--- src/rtl/crc_scan_pkg.sv ---
package crc_scan_pkg;

    typedef enum logic [1:0] {
        ST_IDLE  = 2'd0,
        ST_PRIME = 2'd1,
        ST_RUN   = 2'd2
    } scan_state_t;

    localparam logic [15:0] CRC_POLY = 16'h1021;

    // Folds a 32-bit word into the CRC, bit 31 first.
    function automatic logic [15:0] crc16_fold32(input logic [15:0] crc_in,
                                                 input logic [31:0] word);
        logic [15:0] c;
        logic        fb;
        c = crc_in;
        for (int i = 31; i >= 0; i--) begin
            fb = c[15] ^ word[i];
            c  = {c[14:0], 1'b0} ^ (fb ? CRC_POLY : 16'h0000);
        end
        return c;
    endfunction

endpackage

--- src/rtl/crc_scan_ctrl.sv ---
module crc_scan_ctrl
    import crc_scan_pkg::*;
#(
    parameter int RANGE_W = 5
) (
    input  logic               clk,
    input  logic               rst_n,
    input  logic               ctl_we,
    input  logic [7:0]         ctl_wdata,
    input  logic               rd_last,
    output logic [RANGE_W-1:0] range_q,
    output logic               run_q,
    output logic               seed_clr,
    output logic               issue_en,
    output logic               fold_en,
    output logic               finish,
    output logic               busy,
    output logic               done
);

    scan_state_t state_q, state_d;
    logic        start_req;
    logic        done_q;

    assign start_req = ctl_we && ctl_wdata[7] && (state_q == ST_IDLE);

    // next-state logic
    always_comb begin
        state_d = state_q;
        unique case (state_q)
            ST_IDLE:  if (start_req) state_d = ST_PRIME;
            ST_PRIME: state_d = ST_RUN;
            ST_RUN:   if (rd_last) state_d = ST_IDLE;
            default:  state_d = ST_IDLE;
        endcase
    end

    // state register
    always_ff @(posedge clk or negedge rst_n) begin
        if (!rst_n) state_q <= ST_IDLE;
        else        state_q <= state_d;
    end

    // outputs
    always_comb begin
        seed_clr = 1'b0;
        issue_en = 1'b0;
        fold_en  = 1'b0;
        finish   = 1'b0;
        busy     = 1'b0;
        unique case (state_q)
            ST_IDLE:  seed_clr = start_req;
            ST_PRIME: begin
                issue_en = 1'b1;
                busy     = 1'b1;
            end
            ST_RUN: begin
                issue_en = 1'b1;
                fold_en  = 1'b1;
                finish   = rd_last;
                busy     = 1'b1;
            end
            default: ;
        endcase
    end

    // control register: writable only while idle
    always_ff @(posedge clk or negedge rst_n) begin
        if (!rst_n) begin
            run_q   <= 1'b0;
            range_q <= '0;
        end else if (state_q == ST_IDLE && ctl_we) begin
            run_q   <= ctl_wdata[7];
            range_q <= ctl_wdata[RANGE_W-1:0];
        end else if (finish) begin
            run_q   <= 1'b0;
        end
    end

    always_ff @(posedge clk or negedge rst_n) begin
        if (!rst_n) done_q <= 1'b0;
        else        done_q <= finish;
    end

    assign done = done_q;

endmodule

--- src/rtl/crc_scan_addr.sv ---
module crc_scan_addr #(
    parameter int RANGE_W   = 5,
    parameter int STEP_LOG2 = 9,
    localparam int ADDR_W   = RANGE_W + STEP_LOG2
) (
    input  logic               clk,
    input  logic               rst_n,
    input  logic               seed_clr,
    input  logic               issue_en,
    input  logic [RANGE_W-1:0] range_q,
    output logic [ADDR_W-1:0]  mem_addr,
    output logic               rd_last
);

    logic [ADDR_W-1:0] addr_q;
    logic [ADDR_W-1:0] last_addr;
    logic              last_q;

    assign last_addr = {range_q, {STEP_LOG2{1'b1}}};

    always_ff @(posedge clk or negedge rst_n) begin
        if (!rst_n) begin
            addr_q <= '0;
            last_q <= 1'b0;
        end else if (seed_clr) begin
            addr_q <= '0;
            last_q <= 1'b0;
        end else if (issue_en) begin
            // flag travels with the word returned next cycle
            last_q <= (addr_q == last_addr);
            if (addr_q != last_addr) addr_q <= addr_q + 1'b1;
        end
    end

    assign mem_addr = addr_q;
    assign rd_last  = last_q;

endmodule

--- src/rtl/crc_scan_crc.sv ---
module crc_scan_crc
    import crc_scan_pkg::*;
(
    input  logic        clk,
    input  logic        rst_n,
    input  logic        seed_clr,
    input  logic        fold_en,
    input  logic        finish,
    input  logic [31:0] word,
    output logic [15:0] result
);

    logic [15:0] crc_q;
    logic [15:0] crc_next;
    logic [15:0] res_q;

    assign crc_next = crc16_fold32(crc_q, word);

    always_ff @(posedge clk or negedge rst_n) begin
        if (!rst_n)       crc_q <= 16'h0000;
        else if (seed_clr) crc_q <= 16'h0000;
        else if (fold_en)  crc_q <= crc_next;
    end

    always_ff @(posedge clk or negedge rst_n) begin
        if (!rst_n)      res_q <= 16'h0000;
        else if (finish) res_q <= crc_next;
    end

    assign result = res_q;

endmodule

--- src/rtl/crc_scan_engine.sv ---
module crc_scan_engine #(
    parameter int RANGE_W   = 5,
    parameter int STEP_LOG2 = 9,
    localparam int ADDR_W   = RANGE_W + STEP_LOG2,
    localparam int PAD_W    = 7 - RANGE_W
) (
    input  logic              clk,
    input  logic              rst_n,
    input  logic              ctl_we,
    input  logic [7:0]        ctl_wdata,
    output logic [7:0]        ctl_rdata,
    output logic [15:0]       res_rdata,
    output logic [ADDR_W-1:0] mem_addr,
    input  logic [31:0]       mem_rdata,
    output logic              busy,
    output logic              done
);

    logic [RANGE_W-1:0] range_q;
    logic               run_q;
    logic               seed_clr;
    logic               issue_en;
    logic               fold_en;
    logic               finish;
    logic               rd_last;

    crc_scan_ctrl #(.RANGE_W(RANGE_W)) u_ctrl (
        .clk      (clk),
        .rst_n    (rst_n),
        .ctl_we   (ctl_we),
        .ctl_wdata(ctl_wdata),
        .rd_last  (rd_last),
        .range_q  (range_q),
        .run_q    (run_q),
        .seed_clr (seed_clr),
        .issue_en (issue_en),
        .fold_en  (fold_en),
        .finish   (finish),
        .busy     (busy),
        .done     (done)
    );

    crc_scan_addr #(.RANGE_W(RANGE_W), .STEP_LOG2(STEP_LOG2)) u_addr (
        .clk     (clk),
        .rst_n   (rst_n),
        .seed_clr(seed_clr),
        .issue_en(issue_en),
        .range_q (range_q),
        .mem_addr(mem_addr),
        .rd_last (rd_last)
    );

    crc_scan_crc u_crc (
        .clk     (clk),
        .rst_n   (rst_n),
        .seed_clr(seed_clr),
        .fold_en (fold_en),
        .finish  (finish),
        .word    (mem_rdata),
        .result  (res_rdata)
    );

    assign ctl_rdata = {run_q, {PAD_W{1'b0}}, range_q};

endmodule

--- config.mk ---
export PLATFORM = sky130hd
export DESIGN_NAME = crc_scan_engine
export DESIGN_NICKNAME = d
export VERILOG_FILES = /design/src/rtl/crc_scan_pkg.sv /design/src/rtl/crc_scan_ctrl.sv /design/src/rtl/crc_scan_addr.sv /design/src/rtl/crc_scan_crc.sv /design/src/rtl/crc_scan_engine.sv
export SDC_FILE = /design/constraint.sdc
export NUM_CORES = 1
export LEC_CHECK = 0
export BUFFER_PORTS_ARGS = -buffer_cell sky130_fd_sc_hd__buf_2
export CORE_UTILIZATION = 36
export CTS_CLUSTER_DIAMETER = 80
export DETAILED_ROUTE_END_ITERATION = 6
export PLACE_DENSITY = 0.63
export SETUP_SLACK_MARGIN = 0.2
export SLEW_MARGIN = 30
export SYNTH_ARGS = -nofsm -noshare
export SYNTH_HDL_FRONTEND = slang
export SYNTH_SLANG_ARGS = --single-unit
--- constraint.sdc ---
create_clock -name clk -period 2.9 [get_ports clk]
set_input_delay 0.29 -clock clk [delete_from_list [all_inputs] [get_ports clk]]
set_output_delay 0.29 -clock clk [all_outputs]
set_load 0.1 [all_outputs]
==> summary.md, run 1 <==
| Metric | Value |
|---|---|
| Run status | `finished clean` |
| CP startpoint | `u_crc.crc_q[10]$_DFFE_PN0P_` |
| Fin nets | `441` |
| Layout area overhead | `23.8%` |
| Final slew viol count | `0` |
| Final worst path period need | `2.65 ns` |
| Die area | `0.0103 mm^2` |
| Fraction of layout cells with a size suffix above 1 | `38.6%` |
| DRC viols | `0` |
| Largest net degree at the start of global routing | `49` |
| Seq/Total Area, Yosys | `39.3%` |
| Worst path cell trace | `xnor2_2, xnor3_2, xor2_1, xnor3_2, xor2_4, xnor2_1, a21oi_1` |
| R2R cell count | `7` |
| Post-DP HPWL | `6090 um` |
| Post-DRT Antenna Nets | `0` |
| Main synth FF type | `dfrtp_1` |
| Clock skew | `0.00645 ns` |
| Starting Density | `37.9%` |
| Post-synth cell types | `38` |
| CTS sink cnt | `56` |
| CTS Buffer Depth | `2` |
| Die Span Y | `102 um` |
| Commonest non-fill, non-tap cell in the layout | `buf_2` |
| FF-to-FF Start | `u_crc.crc_q[10]$_DFFE_PN0P_` |
| R2r setup slk | `0.25 ns` |
| Crit path capture | `u_crc.crc_q[14]$_DFFE_PN0P_` |
| Grt met3 use | `2.42%` |
| Kind of critical path | `flop to flop` |
| Clock Latency Late Sink | `0.31 ns` |
| Seq cells post-synth | `56` |
| Crit path top cell by count | `xnor3_2` |
| Number of CTS-inserted buffers | `5` |
| RR Endpoint | `u_crc.crc_q[14]$_DFFE_PN0P_` |
| Slowest CP cell | `xnor3_2` |
| Die extent in x | `102 um` |
| Fill count | `861` |
| Initial DRC Count | `64` |
| Via-to-Cell Ratio | `4.60` |
| Port bufs | `78` |
| Synth warn | `0` |
| CTS clk-pin slew, worst paths | `0.11 ns` |
| Slew HR | `59.0%` |
| CTS tree | `built` |
| Total setup buffers inserted after CTS | `0` |
| Global route hottest layer | `met2` |
| Critical Path Start Type | `flop` |
| Syn Inst Count | `301` |
| Avg Inst Size Synth | `11.8 um^2` |
| Max Freq | `378 MHz` |
| GPL Wtd Cong | `0.808` |
| Worst-path fanout max | `4` |
| ANT cells | `0` |
| Initial antenna violation count | `0` |
| Final TNS setup | `0 ns` |
| Fin. Hold Viols | `0` |
| Post-synth EDFFs | `0` |
| Final setup viols | `0` |
| FP Rows | `35` |
| Max cap viols | `0` |
| Met2 Use GR | `25.8%` |
| Worst setup EP type | `flop` |
| CTS Root Cell | `clkbuf_8` |
| WP data required | `3.09 ns` |
| Post-Syn Area | `0.00357 mm^2` |
| Total GRT Usage | `16.4%` |
| Most frequent cells in the layout | `buf_2 (77), dfrtp_1 (49), xnor2_1 (45)` |
| Via count | `2407` |
| Hold WC Path Type | `input pin to flop` |
| Io pins | `83` |
| GR Util met1 | `23.7%` |
| Final wirelength | `8010 um` |
| Core Region | `0.00942 mm^2` |
| Wire per inst | `15.3 um` |
| Total grt overflow | `0` |
| Slowest stage delay, CP | `0.54 ns` |
| Final worst-path cycle share | `91.3%` |
| Number of H-tree levels | `2` |
| Async SR Flop Fraction | `100%` |
| DR pass1 iterations | `4` |
| RSZ-0062 raised after global routing | `yes` |
| Worst Max-Slew Pin Slew | `0.615 ns` |
| First-pass GRT wire length | `12800 um` |
| Vias in the first global route | `2430` |
| Arrival time at the worst endpoint | `2.83 ns` |
==> routing by layer <==
layer	vias up	part of all wire, %
met2	64	48
met4	0	0.66
met3	5	4.5
li1	1183	-
met5	-	0
met1	1155	47
==> registers in the layout (all words and copies together), names as in the netlist <==
register	cells
u_addr.mem_addr	14
u_addr.rd_last	1
u_crc.crc_q	16
u_crc.result	16
u_ctrl.done	1
u_ctrl.range_q	5
u_ctrl.run_q	1
u_ctrl.state_q	2
==> cell type report <==
type / count / area, um^2 / area share, %
Sequential cell: 56 / 1410 / 31.9
Clock buffer: 6 / 72.6 / 1.64
Multi-Input combinational cell: 232 / 2230 / 50.4
Inverter: 4 / 15.0 / 0.340
Timing Repair Buffer: 94 / 515 / 11.7
Tap cell: 129 / 161 / 3.66
Clock inverter: 2 / 13.8 / 0.312
==> worst min-delay path by stage <==
stage	start	endpoint	slack [ns]	cells past startpoint
2_1_floorplan	rst_n	u_addr.mem_addr[0]$_DFFE_PN0P_	-0.006	0
3_3_place_gp	u_crc.result[5]$_DFFE_PN0P_	u_crc.result[5]$_DFFE_PN0P_	0.46	2
3_5_place_dp	rst_n	u_addr.mem_addr[5]$_DFFE_PN0P_	0.35	1
4_1_cts	ctl_wdata[2]	u_ctrl.range_q[2]$_DFFE_PN0P_	0.19	2
5_1_grt	ctl_wdata[0]	u_ctrl.range_q[0]$_DFFE_PN0P_	0.19	2
6_report	ctl_wdata[1]	u_ctrl.range_q[1]$_DFFE_PN0P_	0.20	2
==> cells by family after synthesis <==
logic type	Yosys count	share of synthesized area, %
other	1	0.105
XOR/XNOR	110	38.0
AND/OR/NAND/NOR	68	8.32
flip-flops	56	39.3
adder cells (fa/ha/maj)	5	1.75
AO/OA/AOI/OAI	25	4.04
buffers and inverters	14	1.82
multiplexers	22	6.63
==> worst max-delay path, delay by kind of cell, from the launching register on <==
| kind | cells | cell delay (ns) |
|---|---|---|
| flip-flops | 1 | 0.44 |
| XOR/XNOR | 6 | 1.97 |
| AO/OA/AOI/OAI | 1 | 0.11 |
==> Yosys cell counts (2+ instances only) <==
master	n	share of area, %
dfrtp_1	56	39
xnor2_1	55	14
nor2_1	28	2.9
xor2_1	25	6.1
nand2_1	21	2.2
mux2_2	13	4.1
xnor3_1	12	7.6
o21ai_0	11	1.5
mux2i_1	9	2.5
nand3_1	6	0.84
a211oi_1	5	1.1
a21oi_1	5	0.70
clkbuf_1	5	0.53
ha_1	5	1.8
xnor2_2	5	2.3
xnor3_2	4	2.7
xor3_1	4	2.7
and3_1	3	0.53
buf_4	3	0.63
inv_1	3	0.32
nor3_1	3	0.42
nand4_1	2	0.35
o21ai_1	2	0.28
xor2_2	2	0.91
==> through the flow <==
step	std cells	hold slack (ns)	instance area, um^2	utilization [%]	worst slack (ns)
6_report	523	0.200	4420	46.9	0.253
5_1_grt	523	0.194	4420	46.9	0.143
4_1_cts	523	0.191	4330	46.0	0.217
3_5_place_dp	514	0.350	4200	44.6	0.127
3_3_place_gp	514	0.464	4200	44.6	0.169
2_1_floorplan	302	-0.00559	3580	-	0.216
==> what timing repair did <==
item | 4_1_cts | 5_1_grt
hold buffers | 1 | 0
endpoints found under the hold margin | 2 | 0
pin swaps | 0 | 2
endpoints found under the setup margin | 3 | 12
resized for setup | 4 | 14
Power of run 1 is left out: the tool's default activity adds up to more than one toggle a clock period on the data nets, which glitch-free logic cannot reach.
==> run 2, diff against run 1 <==
--- a/config.mk
+++ b/config.mk
@@ -17 +17,2 @@
 export SYNTH_SLANG_ARGS = --single-unit
+export TNS_END_PERCENT = 50
--- a/constraint.sdc
+++ b/constraint.sdc
@@ -3,2 +3,2 @@
 set_output_delay 0.29 -clock clk [all_outputs]
-set_load 0.1 [all_outputs]
+set_load 0.005 [all_outputs]
==> run 2 against run 1 <==
Effect of this change:
- sequential share of layout area is essentially flat
- final cell count shrank 0.38%
- first-iteration DRC count rose by 38%
- clock-buffer cell count fell by 1
- utilization is 0.35 points lower
- maximum frequency is 0.76% higher
- die area is the same
- routed wire length shrank 4.0%
- the flow now finishes with violations (negative hold slack)
- clock skew increased by 0.0060 ns
- critical path depth grew 1
- setup slack better by 0.020 ns
==> summary.md, run 2 (synthesis results as in run 1) <==
| Metric | Value |
|---|---|
| Core Region | `0.00942 mm^2` |
| CTS clk-pin slew, worst paths | `0.11 ns` |
| Io pins | `83` |
| Failing checks | `negative hold slack` |
| Fin. Hold Viols | `4` |
| Post-DRT Antenna Nets | `0` |
| Via count | `2342` |
| Starting Density | `37.9%` |
| Initial DRC Count | `88` |
| Number of H-tree levels | `2` |
| Worst Max-Slew Pin Slew | `0.696 ns` |
| Critical Path Start Type | `flop` |
| DR pass1 iterations | `4` |
| DRC viols | `0` |
| Final worst path period need | `2.63 ns` |
| Final setup viols | `0` |
| Total grt overflow | `0` |
| GPL Wtd Cong | `0.795` |
| Hold WC Path Type | `input pin to async pin` |
| Port bufs | `78` |
| Die Span Y | `102 um` |
| CTS sink cnt | `56` |
| Worst-path fanout max | `4` |
| Final worst-path cycle share | `90.6%` |
| Post-layout instance area | `0.00438 mm^2` |
| Clock Latency Late Sink | `0.32 ns` |
| Wire per inst | `14.8 um` |
| Die extent in x | `102 um` |
| DP Area | `0.00418 mm^2` |
| CTS Buffer Depth | `2` |
| Min Hold Slack | `-0.0117 ns` |
| Max Freq | `381 MHz` |
| FP Rows | `35` |
| Initial antenna violation count | `0` |
| Fin nets | `439` |
| Clock skew | `0.0125 ns` |
| Arrival time at the worst endpoint | `2.82 ns` |
| Layout area overhead | `22.9%` |
| Vias in the first global route | `2350` |
| Most frequent cells in the layout | `buf_2 (78), dfrtp_1 (56), xnor2_1 (49)` |
| Run status | `complete, but fails checks` |
| RSZ-0062 raised after global routing | `yes` |
| Final slew viol count | `0` |
| Largest net degree at the start of global routing | `31` |
| Total GRT Usage | `16.0%` |
| Kind of critical path | `flop to flop` |
| WP data required | `3.09 ns` |
| Hold_buf cts | `0` |
| Max cap viols | `0` |
| Fraction of layout cells with a size suffix above 1 | `35.5%` |
| Die area | `0.0103 mm^2` |
| Commonest non-fill, non-tap cell in the layout | `buf_2` |
| Worst setup EP type | `flop` |
| Final wirelength | `7690 um` |
| Final TNS setup | `0 ns` |
| Via-to-Cell Ratio | `4.50` |
| ANT cells | `0` |
| CTS Root Cell | `clkbuf_8` |
| First-pass GRT wire length | `12300 um` |
| Number of CTS-inserted buffers | `5` |
| Slew HR | `53.6%` |
| CTS tree | `built` |
| Post-DP HPWL | `6080 um` |
| Layout Utilization | `46.6%` |
[run 2: cell count changes in the layout (fill, tap and decap cells not counted), moves of 3 or more]
cell and delta:
buf_4 -3, xnor2_1 +4, xnor2_2 -4, dfrtp_2 -7, dfrtp_1 +7
[run 2: worst paths after layout]
| kind | slack [ns] | cells past startpoint | to | startpoint |
|---|---|---|---|---|
| setup / recovery | 0.27 | 8 | u_crc.crc_q[7]$_DFFE_PN0P_ | u_crc.crc_q[13]$_DFFE_PN0P_ |
| min in group clk | 0.19 | 2 | u_ctrl.range_q[3]$_DFFE_PN0P_ | ctl_wdata[3] |
| max in group asynchronous | 2.30 | 2 | u_crc.result[11]$_DFFE_PN0P_ | rst_n |
| hold / removal | -0.01 | 1 | u_addr.mem_addr[5]$_DFFE_PN0P_ | rst_n |
| hold reg to reg | 0.49 | 2 | u_crc.result[5]$_DFFE_PN0P_ | u_crc.result[5]$_DFFE_PN0P_ |
| setup reg to reg | 0.27 | 8 | u_crc.crc_q[7]$_DFFE_PN0P_ | u_crc.crc_q[13]$_DFFE_PN0P_ |
[run 2: repair_timing]
action	CTS	global route
hold endpoints to repair	0	0
pin swaps	0	5
resized for setup	3	9
buffers inserted	0	1
endpoints found under the setup margin	4	12
[run 2: final cells by class]
class	count	area (um^2)
fill	903	5030
multi-input combinational	232	2180
sequential	56	1400
timing repair buffer	92	508
tap	129	161
clock buffer	5	68.8
clock inverter	3	46.3
inverter	4	15.0
[run 2: critical path, stage by stage, from the launching register on]
cell,delay (ns)
dfrtp_1,0.45
xor3_4,0.51
xnor3_2,0.29
buf_4,0.17
xnor3_1,0.23
xnor3_1,0.29
xor2_4,0.21
xnor2_1,0.26
a21oi_1,0.10
[run 2: routing by layer]
layer / part of all wire [%] / vias to the layer above / global-route usage (%)
met4: 1.1 / 0 / 4.35
li1: - / 1171 / -
met3: 4.5 / 6 / 2.35
met5: 0 / - / 0
met1: 48 / 1105 / 24.0
met2: 46 / 60 / 24.1
[run 2: per-stage QoR]
step           std cells  hold slack, ns  setup WS (ns)
2_1_floorplan        302        -0.00559          0.344
3_3_place_gp         512           0.377          0.184
3_5_place_dp         512           0.376          0.177
4_1_cts              520          0.0171          0.223
5_1_grt              521          0.0461          0.155
6_report             521         -0.0117          0.273
Power of run 2 is left out for the same reason.
==> run 3, diff against run 2 <==
- BUFFER_PORTS_ARGS: -buffer_cell sky130_fd_sc_hd__buf_2 -> -buffer_cell sky130_fd_sc_hd__buf_4
==> run 3 against run 2 <==
Effect of this change:
- the flow now finishes without violations
- final cell count stayed put
- die area stayed put
- global-route usage is 0.54 points higher
- routed wire length is 4.1% higher
- via count is 2.5% higher
- first-iteration DRC count is 15% higher
- critical path type unchanged
- largest cell class unchanged
- highest routed layer unchanged
==> summary.md, run 3 (synthesis results as in run 1) <==
| Metric | Value |
|---|---|
| Run status | `finished clean` |
| Io pins | `83` |
| Fraction of layout cells with a size suffix above 1 | `35.5%` |
| ANT cells | `0` |
| Largest net degree at the start of global routing | `57` |
| Multi-input gate area in the final layout | `0.00219 mm^2` |
| Crit path max-delay family | `XOR/XNOR gates` |
| Vias in the first global route | `2473` |
| Crit path top cell by count | `xnor2_1` |
| Post-DP HPWL | `6160 um` |
| Kind of critical path | `flop to flop` |
| Hold_buf cts | `0` |
| Clock skew | `0.00539 ns` |
| Layout area overhead | `27.4%` |
| CTS Root Cell | `clkbuf_8` |
| First-pass GRT wire length | `12800 um` |
| FF-to-FF Start | `u_crc.crc_q[13]$_DFFE_PN0P_` |
| Most frequent cells in the layout | `buf_4 (92), dfrtp_1 (55), xnor2_1 (49)` |
| CTS sink cnt | `56` |
| Final wirelength | `8010 um` |
| Final TNS setup | `0 ns` |
| Via count | `2401` |
| Levels on crit path | `7` |
| Slew HR | `51.7%` |
| Post-layout instance area | `0.00454 mm^2` |
| Core Region | `0.00942 mm^2` |
| Post-DRT Antenna Nets | `0` |
| Clock Latency Late Sink | `0.31 ns` |
| Register area | `0.00140 mm^2` |
| Buffers & Inverters on Critical Path | `1` |
| Critical Path Start Type | `flop` |
| CTS clk-pin slew, worst paths | `0.11 ns` |
| Fin. Hold Viols | `0` |
| WP data required | `3.10 ns` |
| Worst-path fanout max | `3` |
| Hold WC Path Type | `input pin to async pin` |
| Worst Max-Slew Pin Slew | `0.724 ns` |
| R2R cell count | `7` |
| Total grt overflow | `0` |
| Starting Density | `37.9%` |
| Max cap viols | `0` |
| Arrival time at the worst endpoint | `2.92 ns` |
| Die Span Y | `102 um` |
| Final slew viol count | `0` |
| Wire per inst | `15.4 um` |
| Worst path cell trace | `xor3_4, xnor3_2, buf_4, xnor3_1, xnor2_1, xnor2_1, mux2_2` |
| Final worst path period need | `2.71 ns` |
| DP Area | `0.00436 mm^2` |
| CTS Buffer Depth | `2` |
| Port bufs | `78` |
| Commonest non-fill, non-tap cell in the layout | `buf_4` |
| Final setup viols | `0` |
| Slowest stage delay, CP | `0.50 ns` |
| Die extent in x | `102 um` |
| Worst setup EP type | `flop` |
| Number of CTS-inserted buffers | `5` |
| CTS tree | `built` |
| Die area | `0.0103 mm^2` |
| Fin cells | `521` |
| Max Freq | `369 MHz` |
| Final worst-path cycle share | `93.5%` |
| Slowest CP cell | `xor3_4` |
| GPL Wtd Cong | `0.792` |
| Fill count | `888` |
| CP startpoint | `u_crc.crc_q[13]$_DFFE_PN0P_` |
| Via-to-Cell Ratio | `4.61` |
| Placed insts | `512` |
| FP Rows | `35` |
| RR Endpoint | `u_crc.result[10]$_DFFE_PN0P_` |
| Crit path capture | `u_crc.result[10]$_DFFE_PN0P_` |
| Number of H-tree levels | `2` |
| Layout Utilization | `48.3%` |
| Initial antenna violation count | `0` |
| DR pass1 iterations | `4` |
| Initial DRC Count | `101` |
| R2r setup slk | `0.19 ns` |
| DRC viols | `0` |
| Fin nets | `439` |
| RSZ-0062 raised after global routing | `yes` |
| Total GRT Usage | `16.6%` |
## run 3: how the worst min path moves through the flow
stage / from / endpoint / slack, ns / depth (start not counted)
finish: rst_n / u_addr.mem_addr[4]$_DFFE_PN0P_ / 0.01 / 1
global route: rst_n / u_addr.mem_addr[4]$_DFFE_PN0P_ / 0.07 / 1
CTS: rst_n / u_addr.mem_addr[4]$_DFFE_PN0P_ / 0.04 / 1
detailed placement: rst_n / u_addr.mem_addr[4]$_DFFE_PN0P_ / 0.40 / 1
global placement: rst_n / u_addr.mem_addr[5]$_DFFE_PN0P_ / 0.39 / 1
floorplan: rst_n / u_addr.mem_addr[0]$_DFFE_PN0P_ / -0.006 / 0
## run 3: final cells by class
class                           count  share of cell area (%)
Timing Repair Buffer               92                    15.2
Sequential cell                    56                    30.9
Clock buffer                        6                    1.60
Multi-Input combinational cell    232                    48.2
Clock inverter                      2                   0.303
Tap cell                          129                    3.55
Inverter                            4                   0.330
## run 3: layer usage
metal | part of all wire [%] | global-route usage [%] | vias up
met5 | 0 | 0 | -
met4 | 1.2 | 4.24 | 0
met3 | 3.9 | 2.35 | 7
met2 | 47 | 25.3 | 52
met1 | 48 | 24.6 | 1171
li1 | - | - | 1171
## run 3: timing repair
item,4_1_cts,5_1_grt
resized for setup,4,9
pin swaps,0,6
buffers inserted,0,1
gates cloned,0,0
setup endpoints to repair,6,15
## run 3: metrics by stage
stage	setup slack (ns)	hold WS, ns
finish	0.189	0.0111
global route	0.142	0.0660
CTS	0.192	0.0424
detailed placement	0.111	0.397
global placement	0.179	0.393
floorplan	0.344	-0.00559
Power of run 3 is left out for the same reason.
